==> config.mk <==
export PLATFORM = sky130hd
export DESIGN_NAME = crt_sense_seq
export DESIGN_NICKNAME = d
export VERILOG_FILES = /design/src/rtl/crt_sense_pkg.sv /design/src/rtl/crt_sense_regbank.sv /design/src/rtl/crt_sense_timer.sv /design/src/rtl/crt_sense_ctrl.sv /design/src/rtl/crt_sense_seq.sv
export SDC_FILE = /design/constraint.sdc
export NUM_CORES = 1
export LEC_CHECK = 0
export BUFFER_PORTS_ARGS = -buffer_cell sky130_fd_sc_hd__buf_4
export CORE_UTILIZATION = 45
export CTS_BUF_LIST = sky130_fd_sc_hd__clkbuf_8
export DETAILED_ROUTE_END_ITERATION = 12
export PLACE_DENSITY = 0.74
export SLEW_MARGIN = 40
export SYNTH_ARGS = -nofsm -noshare
export SYNTH_HDL_FRONTEND = slang
export SYNTH_HIERARCHICAL = 1
export SYNTH_SLANG_ARGS = --single-unit
==> constraint.sdc <==
create_clock -name clk -period 16.2 [get_ports clk]
set_clock_uncertainty 0.2 [all_clocks]
set_input_delay 1.62 -clock clk [delete_from_list [all_inputs] [get_ports clk]]
set_output_delay 1.62 -clock clk [all_outputs]
set_load 0.01 [all_outputs]
==> src/rtl/crt_sense_pkg.sv <==
package crt_sense_pkg;

    localparam int WORD_W   = 32;
    localparam int NUM_REGS = 4;
    localparam int ADDR_W   = $clog2(NUM_REGS);

    typedef logic [WORD_W-1:0] word_t;
    typedef logic [ADDR_W-1:0] raddr_t;

    localparam raddr_t A_ROUTE = 2'd0;
    localparam raddr_t A_SCTRL = 2'd1;
    localparam raddr_t A_PCTRL = 2'd2;
    localparam raddr_t A_TDATA = 2'd3;

    localparam int PWR_DOWN_BIT   = 16;
    localparam int TEST_ROUTE_BIT = 12;
    localparam int ANALOG_EN_BIT  = 0;

    localparam word_t PWR_MASK        = word_t'(1) << PWR_DOWN_BIT;
    localparam word_t ROUTE_TEST_MASK = word_t'(1) << TEST_ROUTE_BIT;
    localparam word_t ANALOG_EN_MASK  = word_t'(1) << ANALOG_EN_BIT;
    localparam word_t GATE_MASK       = 32'h0000_FEEE;
    localparam word_t SCTRL_RST       = PWR_MASK;

    localparam logic [1:0] TEST_MODE  = 2'd2;
    localparam logic [9:0] TEST_LEVEL = 10'h140;

    typedef enum logic [1:0] {OP_NONE, OP_AND, OP_OR, OP_LOAD} opkind_t;

    typedef struct packed {
        opkind_t kind;
        raddr_t  addr;
        word_t   val;
    } regop_t;

    typedef enum logic [3:0] {
        ST_IDLE, ST_SAVE, ST_PWR, ST_GATE, ST_WAIT1, ST_REEN, ST_TEST,
        ST_ROUTE, ST_WAIT2, ST_SENSE, ST_UNROUTE, ST_REST_RT, ST_REST_CT,
        ST_DONE
    } seq_state_t;

    function automatic word_t test_word();
        return {TEST_MODE, TEST_LEVEL, TEST_LEVEL, TEST_LEVEL};
    endfunction

    function automatic word_t reset_value(int idx);
        return (idx == int'(A_SCTRL)) ? SCTRL_RST : '0;
    endfunction

    function automatic word_t apply_op(word_t cur, regop_t op);
        case (op.kind)
            OP_AND:  return cur & op.val;
            OP_OR:   return cur | op.val;
            OP_LOAD: return op.val;
            default: return cur;
        endcase
    endfunction

endpackage

==> src/rtl/crt_sense_regbank.sv <==
module crt_sense_regbank
    import crt_sense_pkg::*;
(
    input  logic   clk,
    input  logic   rst,
    input  logic   host_we,
    input  raddr_t host_addr,
    input  word_t  host_data,
    input  regop_t op,
    input  raddr_t rd_addr,
    output word_t  rd_data,
    output word_t  route,
    output word_t  sctrl,
    output word_t  pctrl,
    output word_t  tdata
);

    word_t regs [NUM_REGS];

    always_ff @(posedge clk) begin
        for (int i = 0; i < NUM_REGS; i++) begin
            if (rst) begin
                regs[i] <= reset_value(i);
            end else if (host_we && host_addr == raddr_t'(i)) begin
                regs[i] <= host_data;
            end else if (op.kind != OP_NONE && op.addr == raddr_t'(i)) begin
                regs[i] <= apply_op(regs[i], op);
            end
        end
    end

    assign rd_data = regs[rd_addr];
    assign route   = regs[A_ROUTE];
    assign sctrl   = regs[A_SCTRL];
    assign pctrl   = regs[A_PCTRL];
    assign tdata   = regs[A_TDATA];

endmodule

==> src/rtl/crt_sense_timer.sv <==
module crt_sense_timer #(
    parameter int LIMIT = 125000
) (
    input  logic clk,
    input  logic rst,
    input  logic run,
    output logic expired
);

    localparam int CNT_W = $clog2(LIMIT + 1);

    logic [CNT_W-1:0] cnt;

    always_ff @(posedge clk) begin
        if (rst || !run) begin
            cnt <= '0;
        end else begin
            cnt <= cnt + 1'b1;
        end
    end

    assign expired = run && (cnt == CNT_W'(LIMIT - 1));

endmodule

==> src/rtl/crt_sense_ctrl.sv <==
module crt_sense_ctrl
    import crt_sense_pkg::*;
(
    input  logic   clk,
    input  logic   rst,
    input  logic   start,
    input  logic   sense,
    input  logic   wait_done,
    input  word_t  cur_route,
    input  word_t  cur_sctrl,
    output regop_t op,
    output logic   wait_run,
    output logic   idle,
    output logic   done,
    output logic   present
);

    seq_state_t state, nxt;
    word_t      saved_rt, saved_ct;
    logic       sensed;

    always_comb begin
        nxt      = state;
        op       = '{kind: OP_NONE, addr: A_ROUTE, val: '0};
        wait_run = 1'b0;
        case (state)
            ST_IDLE:    if (start) nxt = ST_SAVE;
            ST_SAVE:    nxt = ST_PWR;
            ST_PWR: begin
                op  = '{kind: OP_AND, addr: A_SCTRL, val: ~PWR_MASK};
                nxt = ST_GATE;
            end
            ST_GATE: begin
                op  = '{kind: OP_AND, addr: A_ROUTE, val: GATE_MASK};
                nxt = ST_WAIT1;
            end
            ST_WAIT1: begin
                wait_run = 1'b1;
                if (wait_done) nxt = ST_REEN;
            end
            ST_REEN: begin
                op  = '{kind: OP_OR, addr: A_ROUTE, val: ANALOG_EN_MASK};
                nxt = ST_TEST;
            end
            ST_TEST: begin
                op  = '{kind: OP_LOAD, addr: A_TDATA, val: test_word()};
                nxt = ST_ROUTE;
            end
            ST_ROUTE: begin
                op  = '{kind: OP_OR, addr: A_PCTRL, val: ROUTE_TEST_MASK};
                nxt = ST_WAIT2;
            end
            ST_WAIT2: begin
                wait_run = 1'b1;
                if (wait_done) nxt = ST_SENSE;
            end
            ST_SENSE:   nxt = ST_UNROUTE;
            ST_UNROUTE: begin
                op  = '{kind: OP_AND, addr: A_PCTRL, val: ~ROUTE_TEST_MASK};
                nxt = ST_REST_RT;
            end
            ST_REST_RT: begin
                op  = '{kind: OP_LOAD, addr: A_ROUTE, val: saved_rt};
                nxt = ST_REST_CT;
            end
            ST_REST_CT: begin
                op  = '{kind: OP_LOAD, addr: A_SCTRL, val: saved_ct};
                nxt = ST_DONE;
            end
            default:    nxt = ST_IDLE;
        endcase
    end

    always_ff @(posedge clk) begin
        if (rst) begin
            state    <= ST_IDLE;
            saved_rt <= '0;
            saved_ct <= '0;
            sensed   <= 1'b0;
            present  <= 1'b0;
        end else begin
            state <= nxt;
            if (state == ST_SAVE) begin
                saved_rt <= cur_route;
                saved_ct <= cur_sctrl;
            end
            if (state == ST_SENSE) sensed <= sense;
            if (state == ST_IDLE && start) present <= 1'b0;
            if (state == ST_REST_CT) present <= sensed;
        end
    end

    assign idle = (state == ST_IDLE);
    assign done = (state == ST_DONE);

endmodule

==> src/rtl/crt_sense_seq.sv <==
module crt_sense_seq
    import crt_sense_pkg::*;
#(
    parameter int SETTLE_US = 1000,
    parameter int CLK_MHZ   = 125
) (
    input  logic        clk,
    input  logic        rst,
    input  logic        start_i,
    output logic        done_o,
    output logic        present_o,
    input  logic        sense_i,
    input  logic        wr_en_i,
    input  logic [1:0]  wr_addr_i,
    input  logic [31:0] wr_data_i,
    input  logic [1:0]  rd_addr_i,
    output logic [31:0] rd_data_o,
    output logic [31:0] route_o,
    output logic [31:0] sctrl_o,
    output logic [31:0] pctrl_o,
    output logic [31:0] tdata_o
);

    localparam int SETTLE_CYC = (SETTLE_US * CLK_MHZ < 1) ? 1 : SETTLE_US * CLK_MHZ;

    regop_t seq_op;
    logic   seq_idle;
    logic   wait_run;
    logic   wait_done;

    crt_sense_regbank u_bank (
        .clk       (clk),
        .rst       (rst),
        .host_we   (wr_en_i && seq_idle),
        .host_addr (wr_addr_i),
        .host_data (wr_data_i),
        .op        (seq_op),
        .rd_addr   (rd_addr_i),
        .rd_data   (rd_data_o),
        .route     (route_o),
        .sctrl     (sctrl_o),
        .pctrl     (pctrl_o),
        .tdata     (tdata_o)
    );

    crt_sense_timer #(.LIMIT(SETTLE_CYC)) u_timer (
        .clk     (clk),
        .rst     (rst),
        .run     (wait_run),
        .expired (wait_done)
    );

    crt_sense_ctrl u_ctrl (
        .clk       (clk),
        .rst       (rst),
        .start     (start_i),
        .sense     (sense_i),
        .wait_done (wait_done),
        .cur_route (route_o),
        .cur_sctrl (sctrl_o),
        .op        (seq_op),
        .wait_run  (wait_run),
        .idle      (seq_idle),
        .done      (done_o),
        .present   (present_o)
    );

endmodule

==> reports/results.ini, run 1 <==
[outcome]
status = finished, final reports clean

[floorplanning]
row_count = 57
coreArea_mm2 = 0.02453
num_io_pins = 203
initial_core_util_pct = 46.31
die_x_um = 160.9
dieArea_mm2 = 0.02589
die_h_um = 160.9

[timing]
max_slew_margin_pct = 45.39
rsz0062_at_grt = no
whs_ns = 0.2509
max_freq_mhz = 208.7
fin_tns_setup_ns = 0
layout_worst_path_cycle_share_pct = 29.58
setup-violations-final = 0
setup_slack_ns = 11.41
hold_viol_final = 0
final_max_slew_viol_count = 0
finalCriticalPeriod_ns = 4.792
tightest_slew_ns = 0.8191

[route]
drtIter0Drc = 1378
wirelength_um = 36610
dr.pass1.iters = 6
routedWlPerCell_um = 21.72
antenna_left = 0
vias_per_cell = 6.228
vias = 10500
drc = 0

[layout]
drive_gt1_share_pct = 24.96
fin_area_mm2 = 0.01385
nFillCells = 2139
fin_cells = 1686
seq_area_mm2 = 0.005588
nNetsFinal = 1378
multiInputGateArea_mm2 = 0.005303
area_growth_pct = 21.93
diodes = 0
fin_util_pct = 56.47

[place]
gp_congestion = 0.8429
dp.cells = 1614
hpwl_um = 22390
placed_area_mm2 = 0.01308
dp_slack_ns = 11.38
portBuffers = 202

[setup_path]
worst-path-max-fanout = 32
r2r_slack_ns = 11.46
crit_type = in2out
r2r_start = u_ctrl/state[3]$_SDFFE_PP0P_
worstPathArrival_ns = 2.97
rr_endpoint = u_bank/regs[0][13]$_DFFE_PP_
reg2reg_depth = 9
worst_setup_path_start_kind = primary input
cp-end-kind = output port
crit_required_ns = 14.38

[synth]
ys_ff_latch = 215
synth_common_cells = 234 x nand2_1, 192 x a21oi_1, 128 x edfxtp_1
yosysMostFrequentCell = nand2_1
synth_largest_area_cell = edfxtp_1
yosys-top-cells-area = edfxtp_1 34%, dfxtp_1 15%, a21oi_1 8.5%
syn_inst = 1165
syn_area_mm2 = 0.01136
syn-num-nets = 1212
yosysTopAreaCellShare_pct = 33.83
yosys_warnings = 6
avgSynthCellArea_um2 = 9.753
synth_async_sr_flop_share_pct = 0
synth_edf_count = 128
yosysSeqAreaShare_pct = 49.16
ys_types = 62
synth_ff_type = edfxtp_1

[min_path]
min_path_cells = 2
min_from = u_ctrl/saved_rt[13]$_SDFFE_PP0P_
holdPathEnd = u_ctrl/saved_rt[13]$_SDFFE_PP0P_
min_path_type = reg2reg

[clocking]
cts_max_path_buffers = 3
numCtsBuffers = 39
cts-htree-levels = 2
post_cts_buffers = 0
cts_tree = yes
cts.clk_slew.worst_paths_ns = 0.06
cts_sinks = 215
ctsHoldBuffers = 0
clkLatencyLatePin_ns = 0.55
cts_resized = 0
root_buffer = clkbuf_8

[global_routing]
grt_pass1_wl_um = 56290
grt_start_max_net_pins = 122
grt_use_total_pct = 27.84
grt_antenna_before_repair = 0
grt_pass1_vias = 10062
overflow = 0

[pwr]
peakVddDrop_v = 0.00005396
powerDensity_mw_per_mm2 = 102.2
power_mw = 1.415
p_leak_nw = 4.870

[job]
drv_cap = 0

==> area by class of cell <==
cell class                 instances  share of cell area, %
sequential                       215                  40.34
inverter                          24                 0.6503
multi-input combinational        826                  38.28
clock inverter                    25                 0.8490
clock buffer                      47                  4.669
tap                              324                  2.926
timing repair buffer             225                  12.29
==> sequential cells by signal, summed over array words and instances, names as in the netlist <==
signal / cells
u_ctrl/saved_ct: 32
u_ctrl/present: 1
u_ctrl/state: 4
u_ctrl/sensed: 1
u_ctrl/saved_rt: 32
u_timer/cnt: 17
u_bank/regs: 128
==> worst max path at each step <==
stage / from / endpoint / slack [ns] / depth (start not counted)
2_1_floorplan: u_ctrl/state[0]$_SDFFE_PP0P_ / u_bank/regs[2][0]$_SDFFCE_PN0P_ / 9.72 / 11
3_3_place_gp: u_ctrl/state[1]$_SDFFE_PP0P_ / u_bank/regs[3][29]$_DFFE_PP_ / 11.34 / 9
3_5_place_dp: rd_addr_i[0] / rd_data_o[0] / 11.38 / 3
4_1_cts: u_ctrl/state[2]$_SDFFE_PP0P_ / u_bank/regs[0][16]$_DFFE_PP_ / 11.36 / 9
5_1_grt: u_ctrl/state[3]$_SDFFE_PP0P_ / u_bank/regs[0][13]$_DFFE_PP_ / 11.27 / 9
6_report: rd_addr_i[0] / rd_data_o[0] / 11.41 / 3
==> layout by cell type, fill, tap and decap left out, types with 40 or more instances in the layout <==
| cell | synthesis | final |
|---|---|---|
| buf_4 | 7 | 222 |
| inv_1 | 23 | 40 |
| a21oi_1 | 192 | 192 |
| nand2_1 | 234 | 234 |
| o32ai_1 | 60 | 60 |
| o31ai_1 | 60 | 59 |
| clkbuf_8 | 0 | 48 |
| nor2_1 | 53 | 53 |
| edfxtp_1 | 128 | 128 |
| dfxtp_1 | 87 | 85 |
==> power by group <==
part,leakage [nW],total (mW),internal [mW],switching [mW]
clock,0.453,0.496,0.265,0.231
sequential,2.04,0.655,0.618,0.0375
combinational,2.38,0.264,0.100,0.164
==> cell families after synthesis <==
group,share of synthesized area (%)
xor+xnor,1.156
fa+ha+maj,0.6607
mux,6.607
buf+inv,5.088
flops,49.16
simple gates,14.23
compound gates,23.10
==> critical path, cell delays in order <==
cell and delay, ns:
buf_4 0.54, mux4_2 0.62, buf_4 0.17
==> metal layers <==
metal | wire, um | GRT usage [%] | vias up | share of wire, %
met4 | 1240 | 11.66 | 0 | 3.4
li1 | - | - | 4738 | -
met2 | 17190 | 43.34 | 614 | 47
met5 | 0 | 0 | - | 0
met3 | 3302 | 4.726 | 99 | 9.0
met1 | 14880 | 38.41 | 5049 | 41
No activity file was read; power rests on OpenSTA's default activity.
==> run 2, diff against run 1 <==
--- a/config.mk
+++ b/config.mk
@@ -5,11 +5,12 @@
 export SDC_FILE = /design/constraint.sdc
 export NUM_CORES = 1
 export LEC_CHECK = 0
+export ABC_AREA = 1
 export BUFFER_PORTS_ARGS = -buffer_cell sky130_fd_sc_hd__buf_4
 export CORE_UTILIZATION = 45
 export CTS_BUF_LIST = sky130_fd_sc_hd__clkbuf_8
 export DETAILED_ROUTE_END_ITERATION = 12
-export PLACE_DENSITY = 0.74
+export PLACE_DENSITY = 0.73
 export SLEW_MARGIN = 40
 export SYNTH_ARGS = -nofsm -noshare
 export SYNTH_HDL_FRONTEND = slang
==> constraint.sdc (replaced) <==
create_clock -name clk -period 4.6 [get_ports clk]
set_clock_uncertainty 0.2 [all_clocks]
set_input_delay 0.46 -clock clk [delete_from_list [all_inputs] [get_ports clk]]
set_output_delay 0.46 -clock clk [all_outputs]
set_load 0.01 [all_outputs]
==> run 2 against run 1 <==
Effect of this change: sequential power rose to 3.6 times the previous value; register-to-register slack got worse by 10 ns; largest cell class is now multi-input gates; routed wire length up 7.4%; flip-flop and latch count is the same; critical path depth rose by 8; hold slack worse by 0.23 ns; critical path type is now reg2reg; sequential share of layout area shrank 3.2 points; synthesized area increased by 8.6%.
==> reports/results.ini, run 2 <==
[timing]
max_slew_margin_pct = 45.30  ; -0.091 points
setup_slack_ns = 1.226  ; -10.18 ns
hold_viol_final = 0  ; unchanged
setup-violations-final = 0  ; unchanged
max_freq_mhz = 296.4
layout_worst_path_cycle_share_pct = 73.34
rsz0062_at_grt = no
finalCriticalPeriod_ns = 3.374
fin_tns_setup_ns = 0  ; unchanged
whs_ns = 0.02310  ; -0.2278 ns
tightest_slew_ns = 0.8205  ; +0.001362 ns
final_max_slew_viol_count = 0  ; unchanged

[clocking]
cts.clk_slew.worst_paths_ns = 0.06  ; about the same
cts-htree-levels = 2  ; unchanged
cts_sinks = 215  ; unchanged
cts_resized = 0  ; unchanged
root_buffer = clkbuf_8
clkLatencyLatePin_ns = 0.54  ; about the same
numCtsBuffers = 39  ; unchanged
post_cts_buffers = 0  ; unchanged
cts_tree = yes
cts_max_path_buffers = 3  ; unchanged
ctsHoldBuffers = 1  ; +1

[setup_path]
worstPathArrival_ns = 3.47  ; +0.50 ns
path_cells = inv_1 > nor2_4 > nand2_1 > nand4_1 > inv_1 > ha_1 > nor2_2 > nand3_2 > buf_4 > nor2_1 > nor2_1
cp-end-kind = register
path_delay_family = simple AND/OR/NAND/NOR gates
crit_type = reg2reg
crit_buf_inv = 3  ; +1
worst-path-max-fanout = 44  ; +38%
slowest_stage = dfxtp_1
crit_required_ns = 4.70  ; -9.68 ns
worst_setup_path_start_kind = register
slowest_delay_ns = 0.51  ; -0.11 ns

[layout]
top_regs = u_bank/regs: 128 flops, u_ctrl/saved_ct: 32 flops, u_ctrl/saved_rt: 32 flops
fin_cells = 2324  ; +38%
nFillCells = 2516  ; +18%
area_growth_pct = 21.90  ; about the same
fin_util_pct = 55.79  ; -0.68 points
final_common_cell = nand2_1
drive_gt1_share_pct = 16.69  ; -8.3 points
diodes = 0  ; unchanged
final_cell_mix = 554 x nand2_1, 327 x nor2_1, 210 x buf_4, 178 x inv_1, 128 x edfxtp_1
nNetsFinal = 1999  ; +45%
largest_register_ffs = 128  ; unchanged
top_register = u_bank/regs

[floorplanning]
initial_core_util_pct = 45.77  ; -0.55 points
coreArea_mm2 = 0.02695  ; +9.9%
dieArea_mm2 = 0.02808  ; +8.4%
row_count = 60  ; +5.3%
die_x_um = 167.6  ; +4.1%
die_h_um = 167.6  ; +4.1%
num_io_pins = 203  ; unchanged

[synth]
synth_largest_area_cell = edfxtp_1
yosys-top-cells-area = edfxtp_1 31%, nand2_1 17%, dfxtp_1 14%
syn_inst = 1768  ; +52%
synth_common_cells = 554 x nand2_1, 333 x nor2_1, 168 x inv_1
synth_async_sr_flop_share_pct = 0  ; unchanged
ys_ff_latch = 215  ; unchanged
yosys_warnings = 6  ; unchanged
synth_edf_count = 128  ; unchanged
yosysSeqAreaShare_pct = 45.28  ; -3.9 points
yosysTopAreaCellShare_pct = 31.16  ; -2.7 points
syn_area_mm2 = 0.01233  ; +8.6%
avgSynthCellArea_um2 = 6.976  ; -28%
yosysMostFrequentCell = nand2_1
syn-num-nets = 1815  ; +50%
synth_ff_type = edfxtp_1
ys_types = 34  ; -45%

[pwr]
p_int_mw = 3.638  ; +270%
p_comb_share_pct = 18.8  ; +0.2 points
sw_frac_of_total_pct = 30.39  ; -0.13 points
power_frac_clock_pct = 36.0  ; +0.9 points
seq_power_share_pct = 45.2  ; -1.1 points
p_leak_nw = 7.116  ; +46%
peakVddDrop_v = 0.0002335  ; +330%
p_sw_mw = 1.588  ; +270%
powerDensity_mw_per_mm2 = 347.6  ; +240%

[place]
dp.cells = 2250  ; +39%
portBuffers = 202  ; unchanged
dp_slack_ns = 1.168  ; -10.21 ns
hpwl_um = 26310  ; +18%
gp_congestion = 0.9142  ; +8.5%

[route]
drc = 0  ; unchanged
routedWlPerCell_um = 16.92  ; -22%
wirelength_um = 39330  ; +7.4%
dr.pass1.iters = 5  ; -1
drtIter0Drc = 1367  ; -0.80%
vias_per_cell = 5.352  ; -14%
vias = 12439  ; +18%
antenna_left = 0  ; unchanged

[global_routing]
grt_pass1_vias = 11670  ; +16%
overflow = 0  ; unchanged
grt_use_total_pct = 27.64  ; -0.20 points
grt_antenna_before_repair = 0  ; unchanged
grt_pass1_wl_um = 61250  ; +8.8%
grt_start_max_net_pins = 67  ; -45%

[outcome]
status = finished, final reports clean

[job]
drv_cap = 0  ; unchanged

[min_path]
min_path_type = in2reg

run 2: stage by stage:
step | power, mW | area (um2)
6_report | 5.226 | 15040
5_1_grt | 5.458 | 15040
4_1_cts | 5.240 | 15020
3_5_place_dp | 3.360 | 14190
3_3_place_gp | 3.306 | 13880
2_1_floorplan | 2.957 | 12330
run 2: tightest hold or removal path: stages:
cell and delay, ns:
buf_4 0.10, nand2_1 0.05, nand2_1 0.05
run 2: kinds of logic after synthesis:
| group | count (synthesis) | share of synthesized area (%) |
|---|---|---|
| simple gates | 967 | 30.87 |
| compound gates | 316 | 13.34 |
| buf+inv | 263 | 9.830 |
| fa+ha+maj | 6 | 0.6086 |
| flops | 215 | 45.28 |
| xor+xnor | 1 | 0.07102 |
run 2: power by group through the flow:
| stage | registers [mW] | logic [mW] | clock network (mW) |
|---|---|---|---|
| floorplan | 2.40 | 0.559 | 0 |
| global placement | 2.40 | 0.910 | 0 |
| detailed placement | 2.40 | 0.960 | 0 |
| CTS | 2.36 | 0.967 | 1.91 |
| global route | 2.38 | 1.07 | 2.00 |
| finish | 2.36 | 0.981 | 1.88 |
run 2: final timing paths:
kind                                                    endpoint  depth (start not counted)                         start  slack (ns)
worst min register to register       u_ctrl/present$_SDFFE_PP0P_                          2   u_ctrl/present$_SDFFE_PP0P_        0.28
worst min-delay path                 u_bank/regs[3][6]$_DFFE_PP_                          3                  wr_data_i[6]        0.02
worst max register to register  u_bank/regs[2][12]$_SDFFCE_PN0P_                         11  u_ctrl/state[1]$_SDFFE_PP0P_        1.23
worst max-delay path            u_bank/regs[2][12]$_SDFFCE_PN0P_                         11  u_ctrl/state[1]$_SDFFE_PP0P_        1.23
run 2: final cells by class:
type	count	area, um2	area share, %
Clock buffer	44	605.6	4.028
Timing Repair Buffer	229	1912	12.72
Inverter	177	671.9	4.469
Sequential cell	215	5585	37.15
Clock inverter	28	209.0	1.390
Multi-Input combinational cell	1290	5625	37.41
Tap cell	341	426.7	2.838
run 2: layer usage:
| layer | part of all wire [%] | GRT usage (%) |
|---|---|---|
| met2 | 47 | 46.18 |
| met5 | 0 | 0 |
| met3 | 9.6 | 5.460 |
| met1 | 41 | 35.17 |
| met4 | 2.9 | 10.69 |
==> run 3, diff against run 2 <==
--- a/config.mk
+++ b/config.mk
@@ -5,12 +5,12 @@
 export SDC_FILE = /design/constraint.sdc
 export NUM_CORES = 1
 export LEC_CHECK = 0
-export ABC_AREA = 1
+export ABC_AREA = 0
 export BUFFER_PORTS_ARGS = -buffer_cell sky130_fd_sc_hd__buf_4
 export CORE_UTILIZATION = 45
 export CTS_BUF_LIST = sky130_fd_sc_hd__clkbuf_8
 export DETAILED_ROUTE_END_ITERATION = 12
-export PLACE_DENSITY = 0.73
+export PLACE_DENSITY = 0.76
 export SLEW_MARGIN = 40
 export SYNTH_ARGS = -nofsm -noshare
 export SYNTH_HDL_FRONTEND = slang
==> constraint.sdc (replaced) <==
create_clock -name clk -period 3.1 [get_ports clk]
set_clock_uncertainty 0.2 [all_clocks]
set_input_delay 0.31 -clock clk [delete_from_list [all_inputs] [get_ports clk]]
set_output_delay 0.31 -clock clk [all_outputs]
set_load 0.01 [all_outputs]
==> run 3 against run 2 <==
Effect of this change: clock power grew 33%; core utilization grew 3.0 points; critical path depth shrank 4; sequential power grew 44%; design area shrank 4.0%; sequential share of layout area grew 1.6 points; power grew 41%; die area shrank 7.8%; non-clock buffer count grew 55.
==> reports/results.ini, run 3 (synthesis results as in run 1) <==
[outcome]
status = finished, final reports clean

[floorplanning]
coreArea_mm2 = 0.02453  ; -9.0%
die_x_um = 160.9  ; -4.0%
num_io_pins = 203  ; unchanged
die_h_um = 160.9  ; -4.0%
row_count = 57  ; -5.0%
dieArea_mm2 = 0.02589  ; -7.8%
initial_core_util_pct = 46.31  ; +0.55 points

[global_routing]
grt_use_total_pct = 27.86  ; +0.23 points
overflow = 0  ; unchanged
grt_pass1_wl_um = 57180  ; -6.6%
grt_start_max_net_pins = 96  ; +43%
grt_antenna_before_repair = 0  ; unchanged
grt_pass1_vias = 10389  ; -11%

[setup_path]
cp-end-kind = register
setup.worst_path.start = u_ctrl/state[3]$_SDFFE_PP0P_
rr_endpoint = u_bank/regs[0][31]$_DFFE_PP_
reg2reg_depth = 7  ; -4
endpoint = u_bank/regs[0][31]$_DFFE_PP_
r2r_start = u_ctrl/state[3]$_SDFFE_PP0P_
worst-path-max-fanout = 32  ; -27%
r2r_slack_ns = 0.12  ; -1.11 ns
worst_setup_path_start_kind = register
worstPathArrival_ns = 3.05  ; -0.42 ns
crit_required_ns = 3.17  ; -1.53 ns
crit_type = reg2reg

[min_path]
min_from = u_ctrl/saved_rt[7]$_SDFFE_PP0P_
min_path_type = reg2reg

[pwr]
peakVddDrop_v = 0.0002779  ; +19%
powerDensity_mw_per_mm2 = 512.3  ; +47%
power_mw = 7.393  ; +41%
p_leak_nw = 5.170  ; -27%

[timing]
hold_viol_final = 0  ; unchanged
layout_worst_path_cycle_share_pct = 96.13  ; +23 points
tightest_slew_ns = 0.7543  ; -0.06615 ns
max_slew_margin_pct = 49.40  ; +4.1 points
max_freq_mhz = 335.6  ; +13%
final_max_slew_viol_count = 0  ; unchanged
setup-violations-final = 0  ; unchanged
finalCriticalPeriod_ns = 2.980  ; -0.3938 ns
rsz0062_at_grt = no
setup_slack_ns = 0.1201  ; -1.106 ns

[clocking]
cts_max_path_buffers = 3  ; unchanged
clkLatencyLatePin_ns = 0.53  ; about the same
root_buffer = clkbuf_8
cts_tree = yes
numCtsBuffers = 37  ; -5.1%
cts.clk_slew.worst_paths_ns = 0.06  ; about the same
post_cts_buffers = 0  ; unchanged
cts-htree-levels = 2  ; unchanged
cts_sinks = 215  ; unchanged

[job]
drv_cap = 0  ; unchanged

[layout]
top_regs = u_bank/regs: 128 flops, u_ctrl/saved_ct: 32 flops, u_ctrl/saved_rt: 32 flops
drive_gt1_share_pct = 25.83  ; +9.1 points
final_cell_mix = 245 x buf_4, 234 x nand2_1, 191 x a21oi_1, 128 x edfxtp_1, 86 x dfxtp_1
top_register = u_bank/regs
largest_register_ffs = 128  ; unchanged
diodes = 0  ; unchanged
nNetsFinal = 1435  ; -28%
final_common_cell = buf_4
area_growth_pct = 27.01

[route]
vias = 10820  ; -13%
drtIter0Drc = 1508  ; +10%
vias_per_cell = 6.215  ; +16%
drc = 0  ; unchanged
dr.pass1.iters = 6  ; +1
wirelength_um = 36390  ; -7.5%
antenna_left = 0  ; unchanged
routedWlPerCell_um = 20.90  ; +24%

[place]
dp_slack_ns = 0.01437  ; -1.153 ns
hpwl_um = 23520  ; -11%
portBuffers = 202  ; unchanged
gp_congestion = 0.8894  ; -2.7%

==> run 3: how the worst min path moves through the flow <==
| stage | depth (start not counted) | endpoint | slack [ns] |
|---|---|---|---|
| floorplan | 2 | u_ctrl/saved_rt[1]$_SDFFE_PP0P_ | 0.23 |
| global placement | 2 | u_ctrl/saved_rt[7]$_SDFFE_PP0P_ | 0.24 |
| detailed placement | 2 | u_ctrl/saved_rt[7]$_SDFFE_PP0P_ | 0.24 |
| CTS | 5 | u_bank/regs[0][10]$_DFFE_PP_ | 0.24 |
| global route | 2 | u_ctrl/saved_rt[13]$_SDFFE_PP0P_ | 0.27 |
| finish | 2 | u_ctrl/saved_rt[7]$_SDFFE_PP0P_ | 0.25 |
==> run 3: layout make-up <==
type,count,area (um2)
flip-flops and latches,215,5587
inverters,24,90.09
clock buffers,45,619.3
fillers,2093,10100
multi-input cells,826,5350
repair buffers,284,2277
clock inverters,23,102.6
well taps,324,405.4
==> run 3: critical path, cell delays in order, from the launching register on <==
cell	delay [ns]
dfxtp_1	0.39
buf_4	0.21
nor4_1	0.50
and2_1	0.34
or3b_2	0.52
nand4b_1	0.16
buf_12	0.26
o21ai_0	0.13
==> run 3: repair_timing <==
action | CTS | global route
setup endpoints to repair | 0 | 114
endpoints found under the hold margin | 127 | 0
hold buffers | 35 | 0
gates resized for setup | 0 | 5
==> run 3: through the flow <==
step | cell area [um2] | hold WS, ns | TNS (ns) | std cells | util [%]
finish | 14430 | 0.2507 | 0 | 1741 | 58.82
detailed placement | 13330 | 0.2431 | 0 | 1638 | 54.35
CTS | 14410 | 0.2437 | 0 | 1741 | 58.72
global route | 14430 | 0.2698 | 0 | 1741 | 58.82
global placement | 13330 | 0.2387 | 0 | 1638 | 54.35
floorplan | 11480 | 0.2328 | -13.47 | 1165 | -
==> run 3: per-layer routing <==
layer | share of wire, % | track usage, %
met5 | 0 | 0
met4 | 3.4 | 12.39
met3 | 9.1 | 4.132
met2 | 47 | 43.93
met1 | 40 | 38.03
==> run 3: report_power, final <==
group | internal, mW | switching [mW]
registers | 3.23 | 0.183
clock network | 1.32 | 1.17
logic | 0.594 | 0.890
